==> config.mk <==
export PLATFORM = sky130hd
export DESIGN_NAME = fpga_cfg_seq
export DESIGN_NICKNAME = d
export VERILOG_FILES = /design/src/rtl/cfgseq_pkg.sv /design/src/rtl/cfgseq_sync.sv /design/src/rtl/cfgseq_timer.sv /design/src/rtl/cfgseq_pacer.sv /design/src/rtl/fpga_cfg_seq.sv
export SDC_FILE = /design/constraint.sdc
export NUM_CORES = 1
export LEC_CHECK = 0
export ABC_AREA = 0
export BUFFER_PORTS_ARGS = -buffer_cell sky130_fd_sc_hd__buf_2
export CORE_UTILIZATION = 55
export CTS_BUF_LIST = sky130_fd_sc_hd__clkbuf_8
export CTS_CLUSTER_DIAMETER = 120
export CTS_CLUSTER_SIZE = 10
export DETAILED_ROUTE_END_ITERATION = 10
export GPL_ROUTABILITY_DRIVEN = 0
export PLACE_DENSITY = 0.78
export SYNTH_ARGS = -nofsm -noshare
export SYNTH_HDL_FRONTEND = slang
export SYNTH_SLANG_ARGS = --single-unit
==> constraint.sdc <==
create_clock -name clk -period 2.5 [get_ports clk]
set_clock_uncertainty 0.1 [all_clocks]
set_input_delay 0.375 -clock clk [delete_from_list [all_inputs] [get_ports clk]]
set_output_delay 0.375 -clock clk [all_outputs]
set_load 0.005 [all_outputs]
==> src/rtl/cfgseq_pkg.sv <==
package cfgseq_pkg;

  typedef enum logic [3:0] {
    ST_IDLE, ST_PROG, ST_WAIT, ST_HDR, ST_PRE,
    ST_DATA, ST_CHK, ST_PAD, ST_BOOT, ST_FIN
  } seq_st_e;

  localparam int IDX_W      = 5;
  localparam int HDR_LEN    = 8;
  localparam int FRAME_DATA = 21;
  localparam int PAD_LEN    = 5;
  localparam int BOOT_LEN   = 4;

  localparam logic [7:0] CODE_FILL = 8'hFF;
  localparam logic [7:0] CODE_SYNC = 8'h4F;
  localparam logic [7:0] CODE_CHK  = 8'h4B;

  function automatic logic [7:0] hdr_byte(input logic [IDX_W-1:0] i);
    case (i)
      5'd3:    return CODE_SYNC;
      5'd4:    return 8'h80;
      5'd5:    return 8'hAF;
      5'd6:    return 8'h9B;
      5'd7:    return CODE_CHK;
      default: return CODE_FILL;
    endcase
  endfunction

  function automatic logic [7:0] pad_byte(input logic [IDX_W-1:0] i);
    return (i == 5'd1) ? CODE_CHK : CODE_FILL;
  endfunction

endpackage

==> src/rtl/cfgseq_sync.sv <==
module cfgseq_sync #(
  parameter int   STAGES  = 2,
  parameter logic RST_VAL = 1'b0
) (
  input  logic clk,
  input  logic rst,
  input  logic d,
  output logic q
);
  logic [STAGES-1:0] sh;

  always_ff @(posedge clk) begin
    if (rst) sh <= {STAGES{RST_VAL}};
    else     sh <= (sh << 1) | STAGES'(d);
  end

  assign q = sh[STAGES-1];
endmodule

==> src/rtl/cfgseq_timer.sv <==
module cfgseq_timer #(
  parameter int W = 8
) (
  input  logic         clk,
  input  logic         rst,
  input  logic         load,
  input  logic [W-1:0] load_val,
  input  logic         dec,
  output logic         zero
);
  logic [W-1:0] cnt;

  always_ff @(posedge clk) begin
    if (rst)                   cnt <= '0;
    else if (load)             cnt <= load_val;
    else if (dec && cnt != '0) cnt <= cnt - 1'b1;
  end

  assign zero = (cnt == '0);

  p_count_down_r3: assert property (@(posedge clk) disable iff (rst)
    (dec && !load && !zero) |=> (cnt == $past(cnt) - 1'b1));
endmodule

==> src/rtl/cfgseq_pacer.sv <==
module cfgseq_pacer #(
  parameter int GAP_CYC = 2
) (
  input  logic clk,
  input  logic rst,
  input  logic fire,
  output logic slot
);
  generate
    if (GAP_CYC == 0) begin : g_nogap
      assign slot = 1'b1;
    end else begin : g_gap
      localparam int GW = $clog2(GAP_CYC + 1);
      logic [GW-1:0] gap;

      always_ff @(posedge clk) begin
        if (rst)              gap <= '0;
        else if (fire)        gap <= GW'(GAP_CYC);
        else if (gap != '0)   gap <= gap - 1'b1;
      end

      assign slot = (gap == '0);

      p_gap_spacing_r6: assert property (@(posedge clk) disable iff (rst)
        fire |=> !fire);
    end
  endgenerate
endmodule

==> src/rtl/fpga_cfg_seq.sv <==
module fpga_cfg_seq
  import cfgseq_pkg::*;
#(
  parameter int PROG_LOW_CYC = 500,
  parameter int INIT_TMO_CYC = 2000000,
  parameter int GAP_CYC      = 2,
  parameter int SYNC_STAGES  = 2
) (
  input  logic       clk,
  input  logic       rst,
  input  logic       start,
  input  logic [7:0] s_data,
  input  logic       s_valid,
  input  logic       s_last,
  output logic       s_ready,
  input  logic       init_n,
  input  logic       done,
  output logic       program_n,
  output logic [7:0] wr_data,
  output logic       wr_stb,
  output logic       busy,
  output logic       cfg_ok,
  output logic       cfg_err
);
  localparam int TMAX = (PROG_LOW_CYC > INIT_TMO_CYC) ? PROG_LOW_CYC : INIT_TMO_CYC;
  localparam int TW   = $clog2(TMAX + 1);
  localparam logic [IDX_W-1:0] HDR_LAST  = IDX_W'(HDR_LEN - 1);
  localparam logic [IDX_W-1:0] DATA_LAST = IDX_W'(FRAME_DATA - 1);
  localparam logic [IDX_W-1:0] PAD_LAST  = IDX_W'(PAD_LEN - 1);
  localparam logic [IDX_W-1:0] BOOT_LAST = IDX_W'(BOOT_LEN - 1);

  seq_st_e          st, st_nx;
  logic [IDX_W-1:0] idx, idx_nx;
  logic             ended;
  logic             prog_q, prog_nx;
  logic             ok_q, ok_nx, err_q, err_nx;
  logic             stb_q;
  logic [7:0]       data_q, byte_nx;
  logic             fire, take, slot;
  logic             init_s, done_s;
  logic             t_load, t_dec, t_zero;
  logic [TW-1:0]    t_val;

  cfgseq_sync #(.STAGES(SYNC_STAGES), .RST_VAL(1'b0)) u_sync_init (
    .clk(clk), .rst(rst), .d(init_n), .q(init_s));
  cfgseq_sync #(.STAGES(SYNC_STAGES), .RST_VAL(1'b0)) u_sync_done (
    .clk(clk), .rst(rst), .d(done), .q(done_s));

  cfgseq_timer #(.W(TW)) u_timer (
    .clk(clk), .rst(rst), .load(t_load), .load_val(t_val),
    .dec(t_dec), .zero(t_zero));

  cfgseq_pacer #(.GAP_CYC(GAP_CYC)) u_pacer (
    .clk(clk), .rst(rst), .fire(fire), .slot(slot));

  assign s_ready = (st == ST_DATA) && slot && !ended;
  assign t_dec   = (st == ST_PROG) || (st == ST_WAIT);

  always_comb begin
    st_nx   = st;
    idx_nx  = idx;
    fire    = 1'b0;
    take    = 1'b0;
    byte_nx = CODE_FILL;
    prog_nx = prog_q;
    ok_nx   = ok_q;
    err_nx  = err_q;
    t_load  = 1'b0;
    t_val   = '0;
    case (st)
      ST_IDLE: if (start) begin
        st_nx   = ST_PROG;
        prog_nx = 1'b0;
        ok_nx   = 1'b0;
        err_nx  = 1'b0;
        t_load  = 1'b1;
        t_val   = TW'(PROG_LOW_CYC - 1);
      end
      ST_PROG: if (t_zero) begin
        st_nx   = ST_WAIT;
        prog_nx = 1'b1;
        t_load  = 1'b1;
        t_val   = TW'(INIT_TMO_CYC - 1);
      end
      ST_WAIT: begin
        if (init_s) begin
          st_nx  = ST_HDR;
          idx_nx = '0;
        end else if (t_zero) begin
          st_nx  = ST_IDLE;
          err_nx = 1'b1;
        end
      end
      ST_HDR: if (slot) begin
        fire    = 1'b1;
        byte_nx = hdr_byte(idx);
        if (idx == HDR_LAST) begin st_nx = ST_PRE; idx_nx = '0; end
        else idx_nx = idx + 1'b1;
      end
      ST_PRE: if (slot) begin
        idx_nx = '0;
        if (init_s && !done_s && !ended) begin
          fire    = 1'b1;
          byte_nx = CODE_SYNC;
          st_nx   = ST_DATA;
        end else begin
          st_nx = ST_BOOT;
        end
      end
      ST_DATA: if (slot && (ended || s_valid)) begin
        fire    = 1'b1;
        take    = !ended;
        byte_nx = ended ? CODE_FILL : s_data;
        if (idx == DATA_LAST) begin st_nx = ST_CHK; idx_nx = '0; end
        else idx_nx = idx + 1'b1;
      end
      ST_CHK: if (slot) begin
        fire    = 1'b1;
        byte_nx = CODE_CHK;
        st_nx   = ST_PAD;
        idx_nx  = '0;
      end
      ST_PAD: if (slot) begin
        fire    = 1'b1;
        byte_nx = pad_byte(idx);
        if (idx == PAD_LAST) begin st_nx = ST_PRE; idx_nx = '0; end
        else idx_nx = idx + 1'b1;
      end
      ST_BOOT: if (slot) begin
        fire    = 1'b1;
        byte_nx = CODE_FILL;
        if (idx == BOOT_LAST) begin st_nx = ST_FIN; idx_nx = '0; end
        else idx_nx = idx + 1'b1;
      end
      ST_FIN: if (slot) begin
        ok_nx  = done_s && ended;
        err_nx = !(done_s && ended);
        st_nx  = ST_IDLE;
      end
      default: st_nx = ST_IDLE;
    endcase
  end

  always_ff @(posedge clk) begin
    if (rst) begin
      st     <= ST_IDLE;
      idx    <= '0;
      ended  <= 1'b0;
      prog_q <= 1'b1;
      ok_q   <= 1'b0;
      err_q  <= 1'b0;
      stb_q  <= 1'b0;
      data_q <= CODE_FILL;
    end else begin
      st     <= st_nx;
      idx    <= idx_nx;
      prog_q <= prog_nx;
      ok_q   <= ok_nx;
      err_q  <= err_nx;
      stb_q  <= fire;
      if (fire) data_q <= byte_nx;
      if (st == ST_IDLE && start) ended <= 1'b0;
      else if (take && s_last)    ended <= 1'b1;
    end
  end

  assign program_n = prog_q;
  assign wr_stb    = stb_q;
  assign wr_data   = data_q;
  assign busy      = (st != ST_IDLE);
  assign cfg_ok    = ok_q;
  assign cfg_err   = err_q;

  p_ok_err_excl_r10: assert property (@(posedge clk) disable iff (rst)
    !(cfg_ok && cfg_err));
  p_prog_in_load_r2: assert property (@(posedge clk) disable iff (rst)
    !program_n |-> busy);
  p_quiet_wait_r3: assert property (@(posedge clk) disable iff (rst)
    (st == ST_WAIT) |=> !wr_stb);
  p_stb_busy_r6: assert property (@(posedge clk) disable iff (rst)
    wr_stb |-> busy);
  p_take_pass_r7: assert property (@(posedge clk) disable iff (rst)
    (s_valid && s_ready) |=> (wr_stb && wr_data == $past(s_data)));
  p_no_ready_after_last_r7: assert property (@(posedge clk) disable iff (rst)
    (s_valid && s_ready && s_last) |=> !s_ready);
endmodule

==> metrics.csv, run 1 <==
metric,value,unit
status,"finished, final reports clean",
core area,4786,µm²
CTS Root Cell,clkbuf_8,
hold buffer count at cts,0,
Yosys top cell area share,35.22,%
async set-reset flop share out of synthesis,0,%
mean cell area of the mapped netlist,7.980,µm²
min Tclk post-route,2366,ps
Synth Register Bits,49,
Highest Signal Layer,met4,
most frequent cell after synthesis,dfxtp_1,
Post-Place Cells,446,
hpwl dp,4964,µm
P per Cell Area,1115,nW/µm²
die area,5352,µm²
Worst Max-Slew Pin Slew,586.4,ps
Area Overhead vs Synth,15.77,%
Site Rows,25,
HP Class,in2reg,
Synth Net Count,370,
fin area,3224,µm²
met3 wire length,316,µm
Post-Synthesis Cells,349,
DRC,0,
placed cell area,3077,µm²
fraction of layout instances using a drive strength above 1,19.59,%
final setup fails,0,
distinct cell type count after synthesis,55,
Synth Flop Type,dfxtp_1,
deepest clock path buffer count,2,
total congestion overflow,0,
synth warn,0,
vias per cell,5.989,
CP required,2030,ps
total vias in the final route,2725,
crit path kind,reg2out,
drt wl/cell,14.85,µm
ranking of synthesized cells by area,"dfxtp_1 (35%), xnor2_1 (5.7%), o21ai_0 (5.4%), nor2_1 (5.0%), a21oi_1 (3.8%)",
number of flops mapped to enable cells by yosys,0,
Die H,73.16,µm
final hold vios,0,
# diodes,0,
peak supply drop,0.0007409,V
CTS buffer count,5,
largest net degree at the start of global routing,21,
clk slew on worst S/H paths,90,ps
Peak Freq,0.4226,GHz
# port buffers,28,
met1 wire length,3083,µm
CP max FO,11,
Skew-Pair Late Insertion Delay,310,ps
clk sink count,49,
initial antenna violation count,0,
nets,408,
mapped cell area,2785,µm²
non-filler instance count after layout,455,
# Max-Cap Violations,0,
post-synthesis sequential area ratio,35.22,%
I/O pin cnt,29,
Pleak,1.217,nW
crit start category,flip-flop,
die width,73.16,µm
CP Data Arrival Time,1890,ps
fin crit share,94.66,%
global-route wire length before repair,11230,µm
Post-Route WL,6757,µm
fin. max-slew vios,0,
vias in the first global route,2417,
CTS tree,built,
unrepaired setup endpoints after global routing,no,
met2 wire len,3237,µm
Yosys top cell by area,dfxtp_1,
Slew Limit Headroom,60.73,%
drt pass-1 iters,4,
Post-DRT Antenna Nets,0,
Starting DRT DRC Count,205,
Critical Path Sink Type,output port,
H-tree levels,2,
final core area utilization,67.37,%
post-route setup TNS,0,ps
Initial Utilization,58.20,%
synth cell count leaders,"dfxtp_1 (49), nor2_1 (37), o21ai_0 (30), nand2_1 (27), a21oi_1 (21)",
All-Layer GR Usage,26.96,%
-- metrics by stage --
| step | power (mW) | hold slack, ps | setup WS, ps |
|---|---|---|---|
| after floorplan | 2.388 | 313.8 | 208.8 |
| after global placement | 2.846 | 317.0 | 195.2 |
| after detailed placement | 2.882 | 326.3 | 104.3 |
| after CTS | 3.564 | 168.4 | 76.12 |
| after global routing | 3.850 | 198.6 | 4.355 |
| final | 3.597 | 175.8 | 133.5 |
-- cell usage in the layout, fill, tap and decap left out, types with 3 or more instances in the layout --
cell       n
or4_1      3
nor2b_1    6
xnor2_1   18
ha_1       6
nor4_1    12
a211o_1    3
buf_2     28
or2_2      6
nand2_1   27
nor2_1    37
clkbuf_8   5
nand2b_1   3
a31oi_1    8
o21ai_0   30
inv_1     10
and3_1     5
nand3_1    9
buf_4     21
or3_1      8
dfxtp_1   48
a21oi_1   21
nor3b_1    6
nor3_1    17
o31ai_1    3
nand4_1    6
-- path summary, 6_finish.rpt --
kind / from / end / slack (ps) / cells past startpoint
worst min register to register: u_sync_init.sh[0]$_SDFF_PP0_ / u_sync_init.sh[1]$_SDFF_PP0_ / 350 / 1
worst max-delay path: st[2]$_SDFFE_PP0P_ / s_ready / 130 / 5
worst min-delay path: done / u_sync_done.sh[0]$_SDFF_PP0_ / 180 / 2
worst max register to register: st[2]$_SDFFE_PP0P_ / st[1]$_SDFFE_PP0P_ / 150 / 6
-- repair_timing --
item,CTS,global route
setup buffers,0,1
gates resized for setup,1,1
pin swaps,0,1
endpoints found under the setup margin,1,1
-- registers in the layout, summed over array words and instances, names as in the netlist --
register and cells:
u_sync_init.sh 2, idx 5, wr_data 8, u_pacer.g_gap.gap 2
st 4, cfg_err 1, cfg_ok 1, program_n 1
wr_stb 1, u_sync_done.sh 2, u_timer.cnt 21, ended 1
-- cell families after synthesis --
kind of cell,synth area share (%)
adder cells (fa/ha/maj),2.695
buffers and inverters,4.313
AO/OA/AOI/OAI,22.24
AND/OR/NAND/NOR,29.56
flip-flops,35.22
XOR/XNOR,5.975
-- routing by layer --
layer / GRT usage (%) / vias up
met2: 43.42 / 72
met4: 10.24 / 0
li1: - / 1358
met3: 5.249 / 13
met5: 0 / -
met1: 35.55 / 1282
-- power breakdown --
part	internal (mW)	total [mW]	switching, mW
clock	0.397	0.668	0.271
sequential	0.946	1.11	0.164
combinational	0.759	1.82	1.06
total	2.10	3.60	1.49
-- critical path: stages (launching register included) --
cell     delay, ps
dfxtp_1        570
inv_1          250
nor3_2         400
nand2_1        100
nor2_1         130
buf_2          140
-- layout make-up --
type,count,area (µm²)
Clock buffer,5,68.82
Clock inverter,3,65.06
Fill cell,412,1562
Inverter,10,37.54
Multi-Input combinational cell,272,1689
Sequential cell,49,982.2
Tap cell,67,83.83
Timing Repair Buffer,49,297.8
(Power assumes the default switching activity.)
==> inputs of run 2 (changes only) <==
--- a/config.mk
+++ b/config.mk
@@ -7,13 +7,14 @@
 export LEC_CHECK = 0
 export ABC_AREA = 0
 export BUFFER_PORTS_ARGS = -buffer_cell sky130_fd_sc_hd__buf_2
-export CORE_UTILIZATION = 55
+export CORE_UTILIZATION = 61
 export CTS_BUF_LIST = sky130_fd_sc_hd__clkbuf_8
 export CTS_CLUSTER_DIAMETER = 120
 export CTS_CLUSTER_SIZE = 10
 export DETAILED_ROUTE_END_ITERATION = 10
 export GPL_ROUTABILITY_DRIVEN = 0
-export PLACE_DENSITY = 0.78
+export PLACE_DENSITY = 0.82
+export SLEW_MARGIN = 20
 export SYNTH_ARGS = -nofsm -noshare
 export SYNTH_HDL_FRONTEND = slang
 export SYNTH_SLANG_ARGS = --single-unit
==> constraint.sdc (replaced) <==
create_clock -name clk -period 2.6 [get_ports clk]
set_clock_uncertainty 0.1 [all_clocks]
set_input_delay 0.39 -clock clk [delete_from_list [all_inputs] [get_ports clk]]
set_output_delay 0.39 -clock clk [all_outputs]
set_load 0.005 [all_outputs]
==> metrics.csv, run 2 (synthesis gave the netlist of run 1 again) <==
metric,value,unit
min Tclk post-route,2388,ps
# port buffers,28,
final hold vios,0,
crit path kind,reg2reg,
peak supply drop,0.0004140,V
FF+latch area,980.9,µm²
status,"finished, final reports clean",
# diodes,0,
fin crit share,91.86,%
HP Class,in2reg,
"commonest non-fill, non-tap cell in the layout",dfxtp_1,
most frequent cells in the layout,"dfxtp_1 (49), nor2_1 (37), o21ai_0 (30)",
post-cts sizing count,0,
crit start category,flip-flop,
CTS tree,built,
die area,4840,µm²
clk sink count,49,
CTS Root Cell,clkbuf_8,
non-filler instance count after layout,437,
Skew-Pair Late Insertion Delay,310,ps
met3 wire length,224,µm
r2r setup slk,210,ps
Post-Route WL,6837,µm
Highest Signal Layer,met4,
pre-CTS setup slack,229.5,ps
# Max-Cap Violations,0,
global-route wire length before repair,11430,µm
Starting DRT DRC Count,230,
CP max stage cell,or4b_4,
crit-path cells,ha_1 > or4b_4 > a41oi_4 > o21ai_2 > nor3_4 > nor2_2 > a2111oi_2,
largest register by flop count,u_timer.cnt,
H-tree levels,2,
die width,69.57,µm
Peak Freq,0.4187,GHz
total congestion overflow,0,
drt pass-1 iters,4,
Post-CTS Setup Inserts,0,
WP buf/inv,0,
drt wl/cell,15.65,µm
Pleak,1.177,nW
initial antenna violation count,0,
CP peak stage delay,490,ps
Site Rows,24,
area of the multi-input gates,1684,µm²
met2 wire len,3549,µm
All-Layer GR Usage,29.17,%
Area Overhead vs Synth,12.49,%
I/O pin cnt,29,
CTS buffer count,5,
Critical Path Sink Type,flip-flop,
fraction of layout instances using a drive strength above 1,18.44,%
fin. max-slew vios,0,
DRC,0,
fillers,366,
Initial Utilization,63.53,%
Die H,69.57,µm
Crit path max-delay family,simple AND/OR/NAND/NOR gates,
Post-Place Cells,429,
unrepaired setup endpoints after global routing,no,
total vias in the final route,2753,
largest net degree at the start of global routing,23,
max FFs per register,21,
CP Data Arrival Time,2500,ps
CP max FO,6,
Worst Max-Slew Pin Slew,559.3,ps
core area,4384,µm²
CP required,2710,ps
Slew Limit Headroom,62.57,%
clk slew on worst S/H paths,90,ps
Post-DRT Antenna Nets,0,
met1 wire length,2937,µm
P per Cell Area,1029,nW/µm²
final setup fails,0,
vias in the first global route,2578,
deepest clock path buffer count,2,
hpwl dp,4979,µm
worst setup margin,211.5,ps
post-route setup TNS,0,ps
vias per cell,6.300,
nets,405,
hold buffer count at cts,0,
==> run 2: cell types whose count changed in the layout (fill, tap and decap cells not counted), sizes merged <==
cell	change
buf	-3
bufinv	-2
inv	+1
clkinvlp	+1
==> run 2: path summary, 6_finish.rpt <==
kind | to | start | cells past startpoint
max | st[2]$_SDFFE_PP0P_ | idx[0]$_SDFFE_PP0P_ | 7
min | u_sync_done.sh[0]$_SDFF_PP0_ | done | 2
max reg2reg | st[2]$_SDFFE_PP0P_ | idx[0]$_SDFFE_PP0P_ | 7
min reg2reg | u_sync_done.sh[1]$_SDFF_PP0_ | u_sync_done.sh[0]$_SDFF_PP0_ | 1
==> run 2: layer usage <==
layer	global-route usage, %	vias up
li1	-	1339
met1	33.67	1331
met2	53.72	70
met3	4.942	13
met4	10.20	0
met5	0	-
==> run 2: power by group <==
group	total (mW)	switching, mW	internal (mW)
Sequential	1.06	0.147	0.909
Combinational	1.71	1.04	0.679
Clock	0.452	0.261	0.191
Total	3.22	1.44	1.78
==> run 2: stage by stage <==
step / util (%) / instance area (µm²) / hold slack [ps] / power [mW]
floorplan: - / 2785 / 313.8 / 2.296
detailed placement: 69.41 / 3043 / 328.0 / 2.753
global placement: 69.41 / 3043 / 316.4 / 2.702
global route: 71.46 / 3133 / 215.0 / 3.469
finish: 71.46 / 3133 / 187.9 / 3.223
CTS: 71.46 / 3133 / 186.3 / 3.211
==> run 2: final cells by class <==
type	instances	area share (%)
Clock buffer	5	2.196
Clock inverter	3	0.6789
Inverter	10	1.198
Multi-Input combinational cell	272	53.75
Sequential cell	49	31.31
Tap cell	52	2.077
Timing Repair Buffer	46	8.786
==> run 2: worst reg2reg max path: stages, from the launching register on <==
cell and delay [ps]:
dfxtp_1 430, ha_1 190, or4b_4 490, a41oi_4 280
o21ai_2 150, nor3_4 280, nor2_2 60, a2111oi_2 310
